## config.mk

```make
export PLATFORM = sky130hd
export DESIGN_NAME = fwd_unit
export DESIGN_NICKNAME = d
export VERILOG_FILES = /design/src/rtl/fwd_pkg.sv /design/src/rtl/fwd_pick.sv /design/src/rtl/st_bypass.sv /design/src/rtl/fwd_unit.sv
export SDC_FILE = /design/constraint.sdc
export NUM_CORES = 1
export LEC_CHECK = 0
export CORE_AREA = 4 4 122 124
export DETAILED_ROUTE_END_ITERATION = 7
export DIE_AREA = 0 0 126 128
export DONT_BUFFER_PORTS = 1
export PLACE_DENSITY_LB_ADDON = 0.08
export SLEW_MARGIN = 20
export SYNTH_ARGS = -nofsm -noshare
export SYNTH_HDL_FRONTEND = slang
export SYNTH_HIERARCHICAL = 1
export SYNTH_SLANG_ARGS = --single-unit
export TNS_END_PERCENT = 10
```

## constraint.sdc

```tcl
create_clock -name vclk -period 2.7
set_input_delay 0.54 -clock vclk [all_inputs]
set_output_delay 0.54 -clock vclk [all_outputs]
set_load 0.005 [all_outputs]
```

## src/rtl/fwd_pkg.sv

```systemverilog
package fwd_pkg;

  // Operand source select codes (decoded by the operand muxes in the ALU path)
  typedef enum logic [1:0] {
    SRC_RF  = 2'b00,
    SRC_XM  = 2'b01,
    SRC_MW  = 2'b10
  } opnd_src_e;

endpackage

```

## src/rtl/fwd_pick.sv

```systemverilog
module fwd_pick
  import fwd_pkg::*;
#(
  parameter int REG_W  = 5,
  parameter int DATA_W = 32
) (
  input  logic [REG_W-1:0]  src_idx,
  input  logic [DATA_W-1:0] rf_val,
  input  logic [REG_W-1:0]  xm_dst,
  input  logic              xm_wen,
  input  logic              xm_vld,
  input  logic [DATA_W-1:0] xm_alu,
  input  logic [REG_W-1:0]  mw_dst,
  input  logic              mw_wen,
  input  logic              mw_vld,
  input  logic              mw_to_reg,
  input  logic [DATA_W-1:0] mw_load,
  input  logic [DATA_W-1:0] mw_alu,
  output opnd_src_e         sel,
  output logic [DATA_W-1:0] opnd
);

  localparam logic [REG_W-1:0] ZERO_REG = '0;

  logic              src_live;
  logic              xm_hit;
  logic              mw_hit;
  logic [DATA_W-1:0] mw_res;

  // Compare, prioritise and mux in one process so every value seen by the
  // checks below comes from the same set of inputs.
  always_comb begin
    src_live = (src_idx != ZERO_REG);
    xm_hit   = src_live && xm_vld && xm_wen && (xm_dst == src_idx);
    mw_hit   = src_live && mw_vld && mw_wen && (mw_dst == src_idx);
    mw_res   = mw_to_reg ? mw_load : mw_alu;

    if (xm_hit) begin
      sel = SRC_XM;
    end else if (mw_hit) begin
      sel = SRC_MW;
    end else begin
      sel = SRC_RF;
    end

    case (sel)
      SRC_XM:  opnd = xm_alu;
      SRC_MW:  opnd = mw_res;
      default: opnd = rf_val;
    endcase

    AST_XM_SEL_QUAL: assert ((sel != SRC_XM) || (xm_vld && xm_wen && (xm_dst == src_idx)))
      else $error("execute-to-memory select without a qualifying writer");
    AST_MW_DATA: assert ((sel != SRC_MW) || (opnd == (mw_to_reg ? mw_load : mw_alu)))
      else $error("memory-to-writeback operand carries the wrong leg");
    AST_NEAREST_WINS: assert (!(xm_vld && xm_wen && (xm_dst == src_idx) && (src_idx != ZERO_REG))
                              || (sel == SRC_XM))
      else $error("older stage chosen over nearer writer");
    AST_NO_ZERO_FWD: assert ((src_idx != ZERO_REG) || ((sel == SRC_RF) && (opnd == rf_val)))
      else $error("register zero forwarded");
    AST_MW_SEL_QUAL: assert ((sel != SRC_MW) || (mw_vld && mw_wen && (mw_dst == src_idx)))
      else $error("memory-to-writeback select from a non-writing stage");
    AST_SEL_LEGAL: assert (sel != 2'b11)
      else $error("illegal select code");
  end

endmodule

```

## src/rtl/st_bypass.sv

```systemverilog
module st_bypass #(
  parameter int REG_W  = 5,
  parameter int DATA_W = 32
) (
  input  logic              mem_store,
  input  logic [REG_W-1:0]  st_idx,
  input  logic [DATA_W-1:0] st_val,
  input  logic [REG_W-1:0]  mw_dst,
  input  logic              mw_wen,
  input  logic              mw_vld,
  input  logic              mw_to_reg,
  input  logic [DATA_W-1:0] mw_load,
  input  logic [DATA_W-1:0] mw_alu,
  output logic              byp,
  output logic [DATA_W-1:0] data
);

  localparam logic [REG_W-1:0] ZERO_REG = '0;

  logic [DATA_W-1:0] mw_res;

  always_comb begin
    mw_res = mw_to_reg ? mw_load : mw_alu;
    byp    = mem_store && (st_idx != ZERO_REG) && mw_vld && mw_wen && (mw_dst == st_idx);
    data   = byp ? mw_res : st_val;

    AST_ST_BYP_QUAL: assert (!byp || (mem_store && mw_vld && mw_wen && (st_idx != ZERO_REG)))
      else $error("store bypass without a qualifying writer");
    AST_ST_PASS: assert (byp || (data == st_val))
      else $error("store data altered without a bypass");
  end

endmodule

```

## src/rtl/fwd_unit.sv

```systemverilog
module fwd_unit
  import fwd_pkg::*;
#(
  parameter int REG_W  = 5,
  parameter int DATA_W = 32
) (
  input  logic [REG_W-1:0]  ex_rs_idx,
  input  logic [REG_W-1:0]  ex_rt_idx,
  input  logic [DATA_W-1:0] ex_rs_rf,
  input  logic [DATA_W-1:0] ex_rt_rf,
  input  logic [REG_W-1:0]  xm_dst,
  input  logic              xm_wen,
  input  logic              xm_vld,
  input  logic [DATA_W-1:0] xm_alu,
  input  logic [REG_W-1:0]  mw_dst,
  input  logic              mw_wen,
  input  logic              mw_vld,
  input  logic              mw_to_reg,
  input  logic [DATA_W-1:0] mw_load,
  input  logic [DATA_W-1:0] mw_alu,
  input  logic              mem_store,
  input  logic [REG_W-1:0]  mem_st_idx,
  input  logic [DATA_W-1:0] mem_st_val,
  output logic [1:0]        fwd_a_sel,
  output logic [1:0]        fwd_b_sel,
  output logic [DATA_W-1:0] opnd_a,
  output logic [DATA_W-1:0] opnd_b,
  output logic              st_byp,
  output logic [DATA_W-1:0] st_data
);

  localparam int NUM_OPND = 2;

  logic [REG_W-1:0]  src_idx [NUM_OPND];
  logic [DATA_W-1:0] rf_val  [NUM_OPND];
  opnd_src_e         sel     [NUM_OPND];
  logic [DATA_W-1:0] opnd    [NUM_OPND];

  assign src_idx[0] = ex_rs_idx;
  assign src_idx[1] = ex_rt_idx;
  assign rf_val[0]  = ex_rs_rf;
  assign rf_val[1]  = ex_rt_rf;

  // One independent selector per ALU operand
  generate
    for (genvar g = 0; g < NUM_OPND; g++) begin : g_opnd
      fwd_pick #(
        .REG_W  (REG_W),
        .DATA_W (DATA_W)
      ) u_pick (
        .src_idx   (src_idx[g]),
        .rf_val    (rf_val[g]),
        .xm_dst    (xm_dst),
        .xm_wen    (xm_wen),
        .xm_vld    (xm_vld),
        .xm_alu    (xm_alu),
        .mw_dst    (mw_dst),
        .mw_wen    (mw_wen),
        .mw_vld    (mw_vld),
        .mw_to_reg (mw_to_reg),
        .mw_load   (mw_load),
        .mw_alu    (mw_alu),
        .sel       (sel[g]),
        .opnd      (opnd[g])
      );
    end
  endgenerate

  assign fwd_a_sel = sel[0];
  assign fwd_b_sel = sel[1];
  assign opnd_a    = opnd[0];
  assign opnd_b    = opnd[1];

  st_bypass #(
    .REG_W  (REG_W),
    .DATA_W (DATA_W)
  ) u_st_byp (
    .mem_store (mem_store),
    .st_idx    (mem_st_idx),
    .st_val    (mem_st_val),
    .mw_dst    (mw_dst),
    .mw_wen    (mw_wen),
    .mw_vld    (mw_vld),
    .mw_to_reg (mw_to_reg),
    .mw_load   (mw_load),
    .mw_alu    (mw_alu),
    .byp       (st_byp),
    .data      (st_data)
  );

endmodule

```

==> summary by stage, run 1 <==
Run status
The flow ran to the end, but the final reports show violations. The final reports fail on setup timing.

Routing
In the routed design, unresolved DRC markers number 0. The mean number of vias per cell is about 6.8. The count of TritonRoute iterations in the first routing pass is 5. The wire length per cell is roughly 30 um. The final layout contains routed wiring with a total length of roughly 20000 um.

For this block, the initial DRC count from the detailed router was approximately 380. The count of nets left with antenna violations after detail routing is 0. The via count is about 4500.

Floorplanning
The floorplan has 43 rows. The initial core utilization is 0.282. From left edge to right edge, the die measures roughly 130 um. between 300 and 400 I/O pins were placed. The die covers roughly 16000 um^2. In this run the vertical extent of the chip is ~130 um.

The total core area is roughly 14000 um^2.

Pwr
Across the VDD grid, the largest voltage drop is 58.7 uV. The combinational share of power is 1.000. The power density relative to cell area is ~120 nW/um^2. The share of total power in the clock network is 0.

The sequential group share of total power is 0. The analysis attributes to net switching a power of about 270 uW. The total power is about 500 uW. The leakage power is 1.30 nW. Of the total power, the share spent switching nets is 0.539.

The internal portion of the total power is 231 uW.

Layout
Leaving out fill and tap cells, the most frequent cells in the layout are sky130_fd_sc_hd__nand4_1, sky130_fd_sc_hd__a21oi_1, sky130_fd_sc_hd__nor2b_1. The number of flip-flops and latches is 0. After routing the design area is about 4300 um^2. Counting the fill cells in the layout gives 1504. The post-route non-filler standard cell count is 671. The register area is 0 um^2.

The layout has 0 clock buffers. At the end of the flow the core is filled with cells to 0.315. For this run, the post-layout net count is 716. The number of antenna diodes in the final layout is 0. The share of post-route cells with drive strength above 1 is 0.328. The most frequent standard cell in the layout excluding fill and tap cells is sky130_fd_sc_hd__nand4_1.

The area overhead of the layout relative to synthesis is 11.9%.

Timing
The final-layout worst hold slack is roughly 1.2 ns. The minimum period implied by the final worst setup slack is 2.73 ns. The number of slew-limit violations in the final report is 0. Setup violations remaining at the end of the flow were counted as 6. The setup TNS after final layout is -0.0562 ns. Static timing analysis puts the maximum clock frequency at around 370 MHz. Of the available clock period, the critical path in the final layout requires 1.01. Measured against its own limit, the worst slew margin works out to 0.534. The number of hold-slack violations in the final timing report is 0. Setup repair after global routing could not meet its margin everywhere.

The slew at the pin closest to its max-slew limit is 0.681 ns. The setup slack of the critical path after layout is -0.0284 ns.

Yosys
The number of synthesis warnings is 6. The number of nets handed over by synthesis was ~740. After synthesis, the mean cell area works out to 7.53 um^2. For this run, the register share of the synthesized area comes to 0. The number of different library cells used by synthesis comes to 30. In this run the cell area of the synthesized design comes to 3880 um^2. After technology mapping, the gate count stands at 516.

Place
Summed over all nets, the half-perimeter wirelength after detailed placement is about 15000 um. The area of placed instances is roughly 4300 um^2. The pre-CTS setup slack is -0.125 ns.

The instance count after placement with tap cells included is approximately 670. The count of input and output buffers is 0. The final estimated routing congestion in global placement is around 0.85.

Global route
Across every metal layer, demand over resource in global routing totals 0.225. The global-route congestion overflow total is 0. The number of antenna violations at the first check in global routing is 0. The via count of the first global-routing pass is ~4600.

The first global-routing pass estimated around 30000 um of wire. Entering global routing, the biggest net connects 161 pins.

Critical path
The biggest fanout along the worst timing path is 17. The critical path class is in2out. At the worst endpoint, the arrival time is 2.19 ns. STA classifies the critical path endpoint as an output port. The startpoint type of the worst setup path is a primary input. The data required time of the critical path is roughly 2.2 ns.

Worst hold path
The worst hold path class is in2out. The start point of the worst min-delay path is mem_st_val[24]. The cell depth of the worst hold path is 1.

The endpoint with the worst hold slack is st_data[24].

Clock tree
In this run, post-CTS hold repair placed 0 buffers.

Flow run
The max-cap violation count is 0.
[power by group through the flow]
stage / clock (mW) / combinational [mW] / sequential [mW]
finish: 0 / 0.501 / 0
global route: 0 / 0.537 / 0
CTS: 0 / 0.494 / 0
detailed placement: 0 / 0.489 / 0
global placement: 0 / 0.488 / 0
floorplan: 0 / 0.367 / 0
[critical path, stage by stage]
cell and delay, ns:
sky130_fd_sc_hd__or4_4 0.55, sky130_fd_sc_hd__o2111ai_4 0.25, sky130_fd_sc_hd__buf_6 0.23, sky130_fd_sc_hd__a2111oi_0 0.10, sky130_fd_sc_hd__buf_4 0.15, sky130_fd_sc_hd__o31ai_1 0.37
[synth_stat cells]
cell type | n | area share
sky130_fd_sc_hd__o221a_2 | 1 | 0.0029
sky130_fd_sc_hd__and3_1 | 3 | 0.0048
sky130_fd_sc_hd__mux2_4 | 29 | 0.11
sky130_fd_sc_hd__o31ai_1 | 46 | 0.089
sky130_fd_sc_hd__buf_4 | 2 | 0.0039
sky130_fd_sc_hd__o2111a_1 | 2 | 0.0058
sky130_fd_sc_hd__clkbuf_1 | 58 | 0.056
sky130_fd_sc_hd__or2_0 | 2 | 0.0032
sky130_fd_sc_hd__o31ai_2 | 18 | 0.058
sky130_fd_sc_hd__buf_6 | 11 | 0.032
sky130_fd_sc_hd__xor2_1 | 12 | 0.027
sky130_fd_sc_hd__o2111ai_1 | 2 | 0.0045
sky130_fd_sc_hd__a222oi_1 | 1 | 0.0026
sky130_fd_sc_hd__or4_4 | 2 | 0.0058
sky130_fd_sc_hd__o2111ai_2 | 1 | 0.0039
sky130_fd_sc_hd__mux2_2 | 35 | 0.10
sky130_fd_sc_hd__a2111oi_0 | 64 | 0.14
sky130_fd_sc_hd__nor3_1 | 2 | 0.0026
sky130_fd_sc_hd__clkbuf_2 | 2 | 0.0026
sky130_fd_sc_hd__inv_1 | 4 | 0.0039
sky130_fd_sc_hd__buf_2 | 2 | 0.0026
sky130_fd_sc_hd__buf_1 | 2 | 0.0019
sky130_fd_sc_hd__nand2_1 | 2 | 0.0019
sky130_fd_sc_hd__nor2b_1 | 64 | 0.10
sky130_fd_sc_hd__nor4_1 | 3 | 0.0048
sky130_fd_sc_hd__nand4_1 | 66 | 0.11
sky130_fd_sc_hd__and4_1 | 2 | 0.0045
sky130_fd_sc_hd__nor2_1 | 4 | 0.0039
sky130_fd_sc_hd__a21oi_1 | 64 | 0.082
sky130_fd_sc_hd__xnor2_1 | 10 | 0.023
[how the worst max path moves through the flow]
stage | cells past startpoint | end | slack (ns) | start
6_report | 6 | opnd_b[31] | -0.03 | ex_rt_idx[1]
5_1_grt | 6 | opnd_b[12] | -0.10 | ex_rt_idx[1]
4_1_cts | 6 | opnd_b[28] | -0.04 | ex_rt_idx[1]
3_5_place_dp | 6 | opnd_b[28] | -0.13 | ex_rt_idx[1]
3_3_place_gp | 6 | opnd_b[28] | -0.1 | ex_rt_idx[1]
2_1_floorplan | 7 | opnd_a[10] | 0.1 | ex_rs_idx[1]
[metal layers]
metal  up-vias  track usage  routed length [um]
li1       2059            -                   -
met1      2207        0.287                8110
met4         0       0.0290                 189
met5         -            0                   0
met3        14       0.0404                1630
met2       269        0.405               10200
[repair_timing]
action | CTS | global route
cloned | 0 | 0
resized for setup | 6 | 17
buffers inserted | 0 | 0
setup endpoints to repair | 10 | 26
[kinds of logic after synthesis]
family,after synthesis,synth area share
mux,64,0.214
buf+inv,81,0.103
compound gates,199,0.393
simple gates,150,0.241
xor+xnor,22,0.0496
[cell type report]
type	instances	area, um^2	share of cell area
inverter	4	15.0	0.00346
multi-input combinational	435	3650	0.840
tap	180	225	0.0518
timing repair buffer	52	457	0.105
(Power assumes the default switching activity.)
==> run 2, diff against run 1 <==
clock period = 2.6 ns   (was 2.7 ns; I/O delays follow)
==> run 2 against run 1 <==
Compared with the run above: the flow still finishes with violations (setup timing); setup slack got worse by 0.054 ns; first-iteration DRC count decreased by 25%; critical endpoint is now opnd_a[10]; clock-buffer cell count unchanged; utilization increased by 1.8 points; total power increased by 10%; critical path depth unchanged; cell count increased by 1.5%; largest cell class unchanged; combinational power increased by 10%; largest power group unchanged.
==> summary by stage, run 2 (synthesis gave the netlist of run 1 again) <==
Critical path
The data required time of the critical path is 2.08 ns (was 2.16 ns). CP cell instances: or4_4, o2111ai_4, buf_8, buf_6, a2111oi_0, o31ai_1 (was or4_4, o2111ai_4, buf_6, a2111oi_0, buf_4, o31ai_1). The largest incremental delay on the critical path is 0.56 ns (was 0.55 ns).

The type of element capturing the critical path is an output port (unchanged). The cell with the biggest individual delay on the critical path is sky130_fd_sc_hd__or4_4 (unchanged). The biggest fanout along the worst timing path is 6 (was 17). The first element of the critical path is ex_rs_idx[4] (was ex_rt_idx[1]). The combined buffer and inverter count along the critical path came to 2 (unchanged). The startpoint type of the worst setup path is a primary input (unchanged). The critical path class is in2out (unchanged). The arrival time of data at the critical path endpoint is 2.16 ns (was 2.19 ns). The cell count along the critical path came to 6 (unchanged). The family of cells with the greatest summed delay on the critical path is compound AO/OA/AOI/OAI gates (unchanged). The timing endpoint of the critical path was opnd_a[10] (was opnd_b[31]).

Layout
The most frequent standard cell in the layout excluding fill and tap cells is sky130_fd_sc_hd__nand4_1 (unchanged). The number of nets in the finished design is 726 (was 716). The register area was 0 um^2 (unchanged). The number of antenna diodes is 0 (unchanged). The clock buffer instance count of the final layout is 0 (unchanged). The post-route core utilization is 0.334 (was 0.315). The area of combinational cells with multiple inputs is 3750 um^2 (was 3650 um^2). The area overhead of the layout relative to synthesis came to 18.3% (was 11.9%). The area of all placed cells without fillers was 4590 um^2 (was 4350 um^2).

The share of post-route cells with drive strength above 1 is 0.367 (was 0.328). The filler cell count is 1506 (was 1504). The number of flip-flops and latches is 0 (unchanged). Top library cells by usage in the layout, fill and taps aside: sky130_fd_sc_hd__nand4_1, sky130_fd_sc_hd__nor2b_1, sky130_fd_sc_hd__a21oi_1 (was sky130_fd_sc_hd__nand4_1, sky130_fd_sc_hd__a21oi_1, sky130_fd_sc_hd__nor2b_1). The post-route non-filler standard cell count is 681 (was 671).

Pwr
The net switching power of the design is 288 uW (was 270 uW). The share of total power in the clock network is 0 (about the same). The highest ir drop seen on vdd is 57.4 uV (was 58.7 uV). The power density relative to cell area came to 120 nW/um^2 (was 115 nW/um^2). The internal power contribution came to 265 uW (was 231 uW).

The sequential group share of total power came to 0 (about the same). The switching share of power was 0.521 (was 0.539). The total power came to 553 uW (was 501 uW). The combinational share of power is 1.000 (about the same).

The leakage power is 1.39 nW (was 1.30 nW).

Floorplanning
The overall die area is 16100 um^2 (unchanged). The die height is 128 um (unchanged). The count of pins on the block boundary is 324 (unchanged). The total core area came to 13800 um^2 (unchanged). The die extent in x is 126 um (unchanged). The initial core utilization was 0.282 (unchanged). The count of standard-cell rows is 43 (unchanged).

Worst hold path
The worst hold path class is in2out (unchanged).

Routing
The count of nets left with antenna violations after detail routing came to 0 (unchanged). The number of remaining DRC errors is 0 (unchanged). The mean number of vias per cell is 6.67 (was 6.78).

The via count is 4543 (was 4549). The final wirelength is 19900 um (was 20100 um). The count of TritonRoute iterations in the first routing pass is 4 (was 5). The wire length per cell is 29.3 um (was 30.0 um). The number of design-rule violations left by the first detailed-router iteration is 285 (was 382).

Timing
The setup TNS after final layout is -0.246 ns (was -0.0562 ns). Unrepaired setup endpoints after global routing: true (unchanged). The tightest slew margin relative to the limit is 0.570 (was 0.534). The setup slack of the critical path after layout is -0.0829 ns (was -0.0284 ns). The final-layout worst hold slack is 1.16 ns (was 1.20 ns).

The number of slew-limit violations in the final report is 0 (unchanged). For this run, the top clock speed supported by timing is 373 MHz. Subtracting the final worst setup slack from the clock period gives about 2.7 ns. The number of setup violations in the final report is 14 (was 6). The number of hold-slack violations in the final timing report was 0 (unchanged). The slew at the pin closest to its max-slew limit was 0.644 ns (was 0.681 ns). Of the available clock period, the critical path in the final layout requires 1.03.

Place
The area of placed instances is 4350 um^2 (was 4260 um^2). The instance count after placement with tap cells included was 679 (was 671). The count of input and output buffers is 0 (unchanged).

The pre-CTS setup slack is -0.140 ns (was -0.125 ns). The final estimated routing congestion in global placement is 0.853 (was 0.854). The HPWL reported at the end of detailed placement was 15400 um (about the same).

Global route
The all-layer global routing usage is 0.220 (was 0.225). The maximum number of pins on one net before global-route repair was 161 (unchanged). The number of antenna violations at the first check in global routing is 0 (unchanged). The global-route wire length before repair is 28900 um (was 29200 um). The global-route congestion overflow total came to 0 (unchanged). The via count of the first global-routing pass was 4615 (was 4616).

Flow run
The max-cap violation count is 0 (unchanged).

Run status
Violations in the final reports: setup timing (unchanged). Result of the run: complete, but fails checks (unchanged).
-- run 2: cell type report --
| type | count | share of cell area |
|---|---|---|
| inverters | 4 | 0.00327 |
| multi-input cells | 435 | 0.817 |
| repair buffers | 62 | 0.131 |
| well taps | 180 | 0.0490 |
-- run 2: worst min path at each step --
stage | start | to | slack [ns] | cells past startpoint
5_1_grt | mem_st_val[27] | st_data[27] | 1.16 | 1
3_5_place_dp | mem_st_val[27] | st_data[27] | 1.16 | 1
2_1_floorplan | xm_alu[0] | opnd_a[0] | 1.16 | 2
3_3_place_gp | mem_st_val[25] | st_data[25] | 1.16 | 1
6_report | mem_st_val[27] | st_data[27] | 1.16 | 1
4_1_cts | mem_st_val[27] | st_data[27] | 1.16 | 1
-- run 2: per-layer routing --
metal | global-route usage | wire (um)
met5 | 0 | 0
met4 | 0.0170 | 148
met3 | 0.0458 | 1670
met2 | 0.402 | 10200
met1 | 0.277 | 7960
-- run 2: power by group through the flow --
stage          combinational [mW]  sequential (mW)  clock, mW
3_3_place_gp                0.520                0          0
6_report                    0.553                0          0
3_5_place_dp                0.521                0          0
2_1_floorplan               0.381                0          0
5_1_grt                     0.594                0          0
4_1_cts                     0.533                0          0
-- run 2: timing repair --
item / CTS / global route
setup buffers: 0 / 1
hold buffers: 0 / 0
pin swaps: 0 / 5
endpoints found under the setup margin: 33 / 46
cloned: 0 / 1
gates resized for setup: 24 / 31
==> run 3, diff against run 2 <==
CORE_AREA = 2 2 128 130   (was 4 4 122 124)
DIE_AREA = 0 0 130 132   (was 0 0 126 128)
==> run 3 against run 2 <==
Compared with the run above: largest power group unchanged; die area rose by 6.4%; maximum frequency rose by 2.4%; the flow still finishes with violations (setup timing); non-clock buffer count rose by 3; critical path type unchanged; global-route usage fell by 0.26 points; combinational power rose by 1%; design area rose by 2.4%; routed wire length rose by 3.4%; critical endpoint is now opnd_b[7]; total power rose by 1.1%; cell count rose by 5.9%.
==> summary by stage, run 3 (synthesis gave the netlist of run 1 again) <==
Pwr
The internal power contribution was 261 uW (was 265 uW). The net switching power of the design is 298 uW (was 288 uW). The share of total power in the clock network is 0 (about the same). The sequential group share of total power is 0 (about the same). The total power came to 559 uW (was 553 uW). The highest ir drop seen on vdd came to 49.3 uV (was 57.4 uV).

The leakage power is 1.42 nW (was 1.39 nW). The combinational share of power is 1.000 (about the same). The power density relative to cell area was 119 nW/um^2 (was 120 nW/um^2). The switching share of power is 0.533 (was 0.521).

Routing
The mean number of vias per cell is 6.50 (was 6.67). The number of design-rule violations left by the first detailed-router iteration is 332 (was 285). The via count is 4684 (was 4543).

The count of TritonRoute iterations in the first routing pass was 5 (was 4). The final wirelength is 20600 um (was 19900 um). The wire length per cell was 28.6 um (was 29.3 um). The number of remaining DRC errors is 0 (unchanged). The count of nets left with antenna violations after detail routing came to 0 (unchanged).

Timing
The final period utilization came to 1.01 (was 1.03). The number of slew-limit violations in the final report is 0 (unchanged). The setup slack of the critical path after layout came to -0.0205 ns (was -0.0829 ns). The final-layout worst hold slack is 1.16 ns (about the same).

The slew at the pin closest to its max-slew limit is 0.624 ns (was 0.644 ns). The achievable frequency is 382 MHz (was 373 MHz). Unrepaired setup endpoints after global routing: true (unchanged). The number of hold-slack violations in the final timing report is 0 (unchanged). The tightest slew margin relative to the limit is 0.573 (was 0.570). The minimum period implied by the final worst setup slack was 2.62 ns (was 2.68 ns). The number of setup violations in the final report is 7 (was 14). The setup TNS after final layout is -0.0677 ns (was -0.246 ns).

Critical path
The type of element capturing the critical path was an output port (unchanged). The arrival time of data at the critical path endpoint is 2.10 ns (was 2.16 ns). The critical path class is in2out (unchanged). The startpoint type of the worst setup path is a primary input (unchanged). The data required time of the critical path is 2.08 ns (about the same).

The first element of the critical path was ex_rt_idx[1] (was ex_rs_idx[4]). The timing endpoint of the critical path is opnd_b[7] (was opnd_a[10]). The biggest fanout along the worst timing path is 10 (was 6).

Floorplanning
The count of standard-cell rows came to 46 (was 43). The die height is 132 um (was 128 um). The overall die area is 17200 um^2 (was 16100 um^2). The initial core utilization is 0.247 (was 0.282). The total core area is 15700 um^2 (was 13800 um^2). The die extent in x is 130 um (was 126 um). The count of pins on the block boundary came to 324 (unchanged).

Layout
The post-route non-filler standard cell count was 721 (was 681). The area overhead of the layout relative to synthesis is 21.1% (was 18.3%). The clock buffer instance count of the final layout is 0 (unchanged). The number of flip-flops and latches is 0 (unchanged).

The post-route core utilization is 0.299 (was 0.334). The number of nets in the finished design is 729 (was 726). The filler cell count was 1732 (was 1506). The area of all placed cells without fillers came to 4700 um^2 (was 4590 um^2). The register area is 0 um^2 (unchanged).

The most frequent standard cell in the layout excluding fill and tap cells is sky130_fd_sc_hd__nand4_1 (unchanged). Top library cells by usage in the layout, fill and taps aside: sky130_fd_sc_hd__nand4_1, sky130_fd_sc_hd__nor2b_1, sky130_fd_sc_hd__a21oi_1 (unchanged). The share of post-route cells with drive strength above 1 is 0.387 (was 0.367).

Run status
Result of the run: complete, but fails checks (unchanged). Violations in the final reports: setup timing (unchanged).

Clock tree
The number of buffers inserted for hold repair after clock tree synthesis came to 0 (unchanged).

Place
The HPWL reported at the end of detailed placement is 15400 um (about the same). The final estimated routing congestion in global placement came to 0.875 (was 0.853). The area of placed instances is 4420 um^2 (was 4350 um^2).

The instance count after placement with tap cells included is 719 (was 679). The count of input and output buffers came to 0 (unchanged). The pre-CTS setup slack was -0.192 ns (was -0.140 ns).

Global route
The number of antenna violations at the first check in global routing came to 1 (was 0). The global-route congestion overflow total is 0 (unchanged). The global-route wire length before repair is 29100 um (was 28900 um). The all-layer global routing usage was 0.217 (was 0.220). The via count of the first global-routing pass is 4659 (was 4615). The maximum number of pins on one net before global-route repair is 161 (unchanged).

Worst hold path
The worst hold path class is in2out (unchanged).

Flow run
The max-cap violation count was 0 (unchanged).
[run 3: cell count changes in the layout (fill, tap and decap cells not counted), sizes merged]
cell / previous run / this run
diode: 0 / 1
clkbuf: 1 / 0
buf: 61 / 65
[run 3: per-layer routing]
metal	wire, um	global-route usage	vias to the layer above	share of wire
li1	-	-	2087	-
met1	8490	0.274	2273	0.41
met2	10300	0.390	300	0.50
met3	1470	0.0280	24	0.071
met4	328	0.0448	0	0.016
met5	0	0	-	0
[run 3: final cells by class]
cell class,count,area [um^2],area share
inverter,4,15.0,0.00319
multi-input combinational,435,3800,0.809
antenna,1,2.50,0.000532
tap,216,270,0.0575
timing repair buffer,65,611,0.130
[run 3: power groups by stage]
stage / combinational, mW / sequential [mW] / clock [mW]
3_3_place_gp: 0.521 / 0 / 0
3_5_place_dp: 0.524 / 0 / 0
2_1_floorplan: 0.381 / 0 / 0
6_report: 0.559 / 0 / 0.0000000516
4_1_cts: 0.545 / 0 / 0
5_1_grt: 0.595 / 0 / 0.0000000515
[run 3: critical path, stage by stage]
cell	delay, ns
sky130_fd_sc_hd__or4_4	0.54
sky130_fd_sc_hd__or2_1	0.25
sky130_fd_sc_hd__and3_4	0.18
sky130_fd_sc_hd__buf_6	0.16
sky130_fd_sc_hd__o31ai_4	0.29
sky130_fd_sc_hd__buf_4	0.16
[run 3: how the worst min path moves through the flow]
| stage | from | endpoint | slack (ns) | depth (start not counted) |
|---|---|---|---|---|
| global route | mem_st_val[14] | st_data[14] | 1.16 | 1 |
| detailed placement | mem_st_val[23] | st_data[23] | 1.16 | 1 |
| global placement | mem_st_val[22] | st_data[22] | 1.16 | 1 |
| floorplan | xm_alu[0] | opnd_a[0] | 1.16 | 2 |
| CTS | mem_st_val[23] | st_data[23] | 1.16 | 1 |
| finish | mem_st_val[23] | st_data[23] | 1.16 | 1 |
[run 3: repair_timing]
action / in CTS / in global routing
setup endpoints to repair: 29 / 43
gates resized for setup: 35 / 28
pin swaps: 1 / 2
gates cloned: 1 / 0
setup buffers: 0 / 0
